==> src/rtl/rss_pkg.sv <==
package rss_pkg;
  // Selector encoding matches the opcode field order of the enclosing decoder
  typedef enum logic [2:0] {
    RSS_ROL  = 3'd0,
    RSS_ROR  = 3'd1,
    RSS_RCL  = 3'd2,
    RSS_RCR  = 3'd3,
    RSS_SHL  = 3'd4,
    RSS_SAR  = 3'd5,
    RSS_SWAP = 3'd6,
    RSS_SHR  = 3'd7
  } rss_op_e;

  typedef struct packed {
    logic z;
    logic n;
    logic h;
    logic c;
  } rss_flags_t;
endpackage

==> src/rtl/rss_nibble_swap.sv <==
module rss_nibble_swap #(
  parameter int DATA_W = 8
) (
  input  logic [DATA_W-1:0] data_i,
  output logic [DATA_W-1:0] data_o
);
  localparam int HALF_W = DATA_W / 2;

  for (genvar g = 0; g < HALF_W; g++) begin : g_swap
    assign data_o[g]          = data_i[g + HALF_W];
    assign data_o[g + HALF_W] = data_i[g];
  end
endmodule

==> src/rtl/rss_shift_core.sv <==
module rss_shift_core
  import rss_pkg::*;
#(
  parameter int DATA_W = 8
) (
  input  rss_op_e           op_i,
  input  logic [DATA_W-1:0] data_i,
  input  logic              carry_i,
  output logic [DATA_W-1:0] data_o,
  output logic              carry_o
);
  localparam int MSB = DATA_W - 1;

  logic [DATA_W-1:0] swapped;

  rss_nibble_swap #(.DATA_W(DATA_W)) u_swap (
    .data_i (data_i),
    .data_o (swapped)
  );

  // Fill bit entering the vacated position; exit bit leaves into carry
  logic fill_lo, fill_hi;

  always_comb begin
    fill_lo = 1'b0;
    fill_hi = 1'b0;
    unique case (op_i)
      RSS_ROL: fill_lo = data_i[MSB];
      RSS_RCL: fill_lo = carry_i;
      RSS_ROR: fill_hi = data_i[0];
      RSS_RCR: fill_hi = carry_i;
      RSS_SAR: fill_hi = data_i[MSB];
      default: ;
    endcase
  end

  always_comb begin
    data_o  = '0;
    carry_o = 1'b0;
    unique case (op_i)
      RSS_ROL, RSS_RCL, RSS_SHL: begin
        data_o  = {data_i[MSB-1:0], fill_lo};
        carry_o = data_i[MSB];
      end
      RSS_ROR, RSS_RCR, RSS_SAR, RSS_SHR: begin
        data_o  = {fill_hi, data_i[MSB:1]};
        carry_o = data_i[0];
      end
      RSS_SWAP: begin
        data_o  = swapped;
        carry_o = 1'b0;
      end
      default: ;
    endcase
  end
endmodule

==> src/rtl/rss_flag_gen.sv <==
module rss_flag_gen
  import rss_pkg::*;
#(
  parameter int DATA_W = 8
) (
  input  logic [DATA_W-1:0] result_i,
  input  logic              carry_i,
  output rss_flags_t        flags_o
);
  always_comb begin
    flags_o.z = ~|result_i;
    flags_o.n = 1'b0;
    flags_o.h = 1'b0;
    flags_o.c = carry_i;
  end
endmodule

==> src/rtl/rss_unit.sv <==
module rss_unit
  import rss_pkg::*;
#(
  parameter int DATA_W = 8
) (
  input  logic              clk_i,
  input  logic              rst_ni,
  input  logic              valid_i,
  input  logic [2:0]        op_i,
  input  logic [DATA_W-1:0] operand_i,
  input  logic              carry_i,
  output logic              valid_o,
  output logic [DATA_W-1:0] result_o,
  output logic              flag_z_o,
  output logic              flag_n_o,
  output logic              flag_h_o,
  output logic              flag_c_o
);
  logic [DATA_W-1:0] res_d;
  logic              cy_d;
  rss_flags_t        flags_d, flags_q;
  logic [DATA_W-1:0] res_q;
  logic              valid_q;

  rss_shift_core #(.DATA_W(DATA_W)) u_core (
    .op_i    (rss_op_e'(op_i)),
    .data_i  (operand_i),
    .carry_i (carry_i),
    .data_o  (res_d),
    .carry_o (cy_d)
  );

  rss_flag_gen #(.DATA_W(DATA_W)) u_flags (
    .result_i (res_d),
    .carry_i  (cy_d),
    .flags_o  (flags_d)
  );

  always_ff @(posedge clk_i or negedge rst_ni) begin
    if (!rst_ni) begin
      valid_q <= 1'b0;
      res_q   <= '0;
      flags_q <= '0;
    end else begin
      valid_q <= valid_i;
      if (valid_i) begin
        res_q   <= res_d;
        flags_q <= flags_d;
      end
    end
  end

  assign valid_o  = valid_q;
  assign result_o = res_q;
  assign flag_z_o = flags_q.z;
  assign flag_n_o = flags_q.n;
  assign flag_h_o = flags_q.h;
  assign flag_c_o = flags_q.c;
endmodule

==> config.mk <==
export PLATFORM = sky130hd
export DESIGN_NAME = rss_unit
export DESIGN_NICKNAME = d
export VERILOG_FILES = /design/src/rtl/rss_pkg.sv /design/src/rtl/rss_nibble_swap.sv /design/src/rtl/rss_shift_core.sv /design/src/rtl/rss_flag_gen.sv /design/src/rtl/rss_unit.sv
export SDC_FILE = /design/constraint.sdc
export NUM_CORES = 1
export LEC_CHECK = 0
export BUFFER_PORTS_ARGS = -buffer_cell sky130_fd_sc_hd__buf_2
export CAP_MARGIN = 10
export CORE_ASPECT_RATIO = 0.9
export CORE_MARGIN = 2
export CORE_UTILIZATION = 47
export DETAILED_ROUTE_END_ITERATION = 8
export PLACE_DENSITY = 0.77
export SETUP_SLACK_MARGIN = 0.4
export SYNTH_ARGS = -nofsm -noshare
export SYNTH_HDL_FRONTEND = slang
export SYNTH_SLANG_ARGS = --single-unit
==> constraint.sdc <==
create_clock -name clk_i -period 0.8 [get_ports clk_i]
set_input_delay 0.16 -clock clk_i [delete_from_list [all_inputs] [get_ports clk_i]]
set_output_delay 0.16 -clock clk_i [all_outputs]
set_load 0.02 [all_outputs]
==> metrics, run 1 <==
outcome=did not finish; failing step=global routing; first error in the log=[ERROR DPL-0038] Utilization greater than 100%, impossible to legalize; Die Span X=45.99 um; largest cells by area after synthesis=dfrtp_1 37%, mux2i_1 5.4%, o31ai_2 5.0%; Post-Synthesis Cells=79; Worst EP Category=primary output; Synth Cell Area=745.7 um^2; Die H=41.79 um; yosys warns=0; placed cell area=1066 um^2; cts bufs inserted=3; htree depth=1; grt repair worst endpoint=flag_c_o; # port buffers=25; synth unique cells=34; CTS max path bufs=2; syn_area_per_cell=9.439 um^2; Initial Utilization=50.94%; I/O Pins=28; DP HPWL=1.562 mm; #FFs+latches synth=11; Root Buffer Master=clkbuf_4; FP Rows=13; Final GP Congestion=0.8620; Sink Count=11; post-synth top area cell=dfrtp_1; top-area cell type share of the netlist area=36.91%; sequential area share after synthesis=36.91%; largest net degree at the start of global routing=14
[metrics by stage]
step	cells	setup slack [ps]	TNS (ps)
2_1_floorplan	80	-247.9	-703.7
3_3_place_gp	133	-500.5	-3376
3_5_place_dp	133	-540.4	-3765
4_1_cts	144	-180.5	-1956
[synth_stat cells]
| cell | count |
|---|---|
| nand2_2 | 1 |
| nand3_1 | 1 |
| a2111oi_1 | 1 |
| o31ai_4 | 1 |
| a21boi_2 | 1 |
| a211oi_2 | 1 |
| and3_2 | 1 |
| o31ai_1 | 1 |
| conb_1 | 1 |
| o211a_1 | 1 |
| nand2b_1 | 3 |
| o21ai_1 | 5 |
| a211o_1 | 1 |
| a21oi_1 | 4 |
| o2111ai_1 | 1 |
| nand2_1 | 9 |
| a31oi_1 | 1 |
| mux2_2 | 2 |
| mux2i_1 | 4 |
| a21boi_0 | 2 |
| inv_1 | 2 |
| o211ai_1 | 1 |
| clkbuf_1 | 2 |
| o31ai_2 | 3 |
| buf_2 | 3 |
| buf_4 | 2 |
| o21ai_0 | 1 |
| nor2_1 | 3 |
| buf_6 | 1 |
| nand4b_1 | 1 |
| o311a_1 | 1 |
| dfrtp_1 | 11 |
| and3_1 | 4 |
| nand3b_1 | 2 |
[logic make-up after synthesis]
logic type / Yosys count / synth area share (%)
other cells: 1 / 0.5029
simple gates: 25 / 17.62
compound gates: 26 / 29.03
mux: 6 / 8.389
flops: 11 / 36.91
buf+inv: 10 / 7.550
[timing repair]
item,4_1_cts
resized for setup,63
setup buffers,6
pin swaps,14
gates cloned,1
setup endpoints to repair,21
endpoints found under the hold margin,11
==> run 2: changes to the inputs <==
CORE_AREA = 2 2 63 65   (was default)
CORE_ASPECT_RATIO = default   (was 0.9)
CORE_MARGIN = default   (was 2)
CORE_UTILIZATION = default   (was 47)
DIE_AREA = 0 0 65 67   (was default)
PLACE_DENSITY = default   (was 0.77)
PLACE_DENSITY_LB_ADDON = 0.15   (was default)
SETUP_SLACK_MARGIN = default   (was 0.4)
==> run 2 against run 1 <==
Compared with the run above: the flow now finishes, with violations (setup timing); synthesized cell count is the same; area after synthesis is the same.
==> metrics, run 2 <==
sequential area share after synthesis=36.91%; TritonRoute pass-1 iters=4; final worst slack=-147.6 ps; Fin. Hold Viols=0; most instantiated cells after synthesis=11 x dfrtp_1, 9 x nand2_1, 5 x o21ai_1; R2R depth=2; crit end category=flip-flop; wire length on met2=1.211 mm; Critical Path AT=1090 ps; Initial Utilization=20.68%; yosys warns=0; main combinational cell family by area after synthesis=compound AO/OA/AOI/OAI gates; synth unique cells=34; antenna cells=0; max-slew violations=0; top-area cell type share of the netlist area=36.91%; Iter 0 DRT Violations=13; asr flop ratio synth=100.0%; I/O Pins=28; vias in the first global route=813; syn_area_per_cell=9.439 um^2; #FFs+latches synth=11; Crit Path Class=in -> reg; placed cell area=1117 um^2; P_leak=0.0007547 uW; post-route clock period utilization=118.5%; pwr/cell area=1292 nW/um^2; Sink Count=11; Crit Reg-Reg Endpoint=result_o[7]$_DFFE_PN0P_; met1 WL=1.102 mm; clk_lat worst skew=230 ps; cts bufs inserted=3; clock-pin slew on the worst setup and hold paths=50 ps; post-route cell area=1614 um^2; Vias/cell=4.332; failing checks=setup timing; fmax=1055 MHz; largest cells by area after synthesis=dfrtp_1 37%, mux2i_1 5.4%, o31ai_2 5.0%; Final Setup Violations=16; Root Buffer Master=clkbuf_8; WL final=2.450 mm; largest net degree at the start of global routing=12; DIE AREA=4355 um^2; final clock skew=0 ps; Worst R2R Start=result_o[7]$_DFFE_PN0P_; Remaining Overflow, GRT=0; Synth Cell Area=745.7 um^2; post-synthesis adder-cell area fraction=0%; Peak VDD IR=0.5187 mV; Hold Path Sink=valid_o$_DFF_PN0_; outcome=complete, but fails checks; EDFF count, synth=0; # port buffers=25; DR top layer=met4; Crit path required time=940 ps; via count=836; CTS tree=done; crit-path max FO=7; most common cell after layout, fill and taps aside=buf_4; hold path depth=2; Register Area=275.3 um^2; wire per inst=12.69 um; most common cell in the netlist=dfrtp_1; post-synthesis xor/xnor area fraction=0%; first-pass GRT wire length=3.705 mm; post-synthesis mux area share=8.389%; Final GP Congestion=0.7716; proportion of layout cells with a drive suffix above 1=66.21%; FP Rows=22; post-synth top area cell=dfrtp_1; Main synth FF type=dfrtp_1; Hold Path Class=in -> reg; Largest register FFs=8; Total GRT Usage=11.41%; final cell count without fillers=193; CTS max path bufs=2; Die H=67 um; max-cap check violation count=0; r2r setup slk=-90 ps; Antenna Nets Post-Route=0; RSZ-0062 raised after global routing=yes; Post-Synth Simple-Gate Area=17.62%; Placed Cells incl. Taps=171; Fill cells=347; Post-Synthesis Cells=79; synthesis-to-finish area growth=116.4%; multi-input logic area=565.5 um^2; metal3 WL=90 um; Period minus WS final=947.6 ps; Final #Nets=161; Die Span X=65 um; Post-Route Setup TNS=-1555 ps; compound-gate portion of the synthesized area=29.03%; htree depth=1; core box area=3606 um^2; DP HPWL=1.639 mm; critical hold path startpoint=valid_i; CP startpoint kind=input port; most frequent cells in the layout=31 x buf_4, 24 x buf_6, 11 x dfrtp_1, 9 x nand2_1, 8 x buf_2; residual DRC count=0; initial antenna violation count=0
[run 2: cell counts after synthesis]
Identical to the previous run, type by type.
[run 2: repair_timing]
item                       CTS  global route
cloned                       1             1
hold buffers                 1             0
setup endpoints to repair   20            20
resized for setup           57            16
setup buffers               17             4
hold endpoints to repair    11             0
pin swaps                   15            12
[run 2: kinds of logic (layout without fill, tap and decap cells)]
| family | Yosys count | count (layout) |
|---|---|---|
| buffers and inverters | 10 | 75 |
| AO/OA/AOI/OAI | 26 | 26 |
| flip-flops | 11 | 11 |
| multiplexers | 6 | 6 |
| other | 1 | 2 |
| AND/OR/NAND/NOR | 25 | 25 |
[run 2: per-stage QoR]
stage | worst slack [ps] | hold WS [ps] | power, uW | util (%)
floorplan | -247.9 | -135.6 | 976.7 | -
global placement | -551.1 | 41.40 | 1216 | 30.99
detailed placement | -568.0 | 41.97 | 1220 | 30.99
CTS | -186.4 | 206.7 | 2039 | 41.88
global route | -205.8 | 227.7 | 2193 | 44.76
finish | -147.6 | 215.6 | 2086 | 44.76
[run 2: worst max path at each step]
stage / start / end / slack, ps / cells past startpoint
2_1_floorplan: op_i[1] / flag_z_o$_DFFE_PN0P_ / -250 / 5
5_1_grt: op_i[1] / flag_z_o$_DFFE_PN0P_ / -210 / 5
4_1_cts: op_i[1] / flag_z_o$_DFFE_PN0P_ / -190 / 5
3_3_place_gp: op_i[1] / flag_z_o$_DFFE_PN0P_ / -550 / 5
6_report: op_i[1] / flag_z_o$_DFFE_PN0P_ / -150 / 5
3_5_place_dp: op_i[1] / flag_z_o$_DFFE_PN0P_ / -570 / 5
[run 2: worst max-delay path, cell delays in order]
cell and delay, ps:
buf_12 120, and3_4 180, o31ai_4 250, o211ai_1 140, o31ai_2 240
[run 2: layout make-up]
cell class / count / area share (%)
Sequential cell: 11 / 17.05
Timing Repair Buffer: 69 / 40.93
Tap cell: 48 / 3.721
Multi-Input combinational cell: 59 / 35.04
Clock buffer: 4 / 2.791
Inverter: 2 / 0.4651
[run 2: layer usage]
| metal | track usage (%) | up-vias |
|---|---|---|
| li1 | - | 418 |
| met1 | 13.48 | 391 |
| met2 | 19.72 | 23 |
| met3 | 1.351 | 4 |
| met4 | 6.915 | 0 |
| met5 | 0 | - |
[run 2: power by group]
group          switching (uW)  total [uW]  internal [uW]
Sequential               40.4         656            615
Clock                     186         534            348
Combinational             372         896            524
Total                     599        2090           1490
Power figures use the tool's default switching activity.
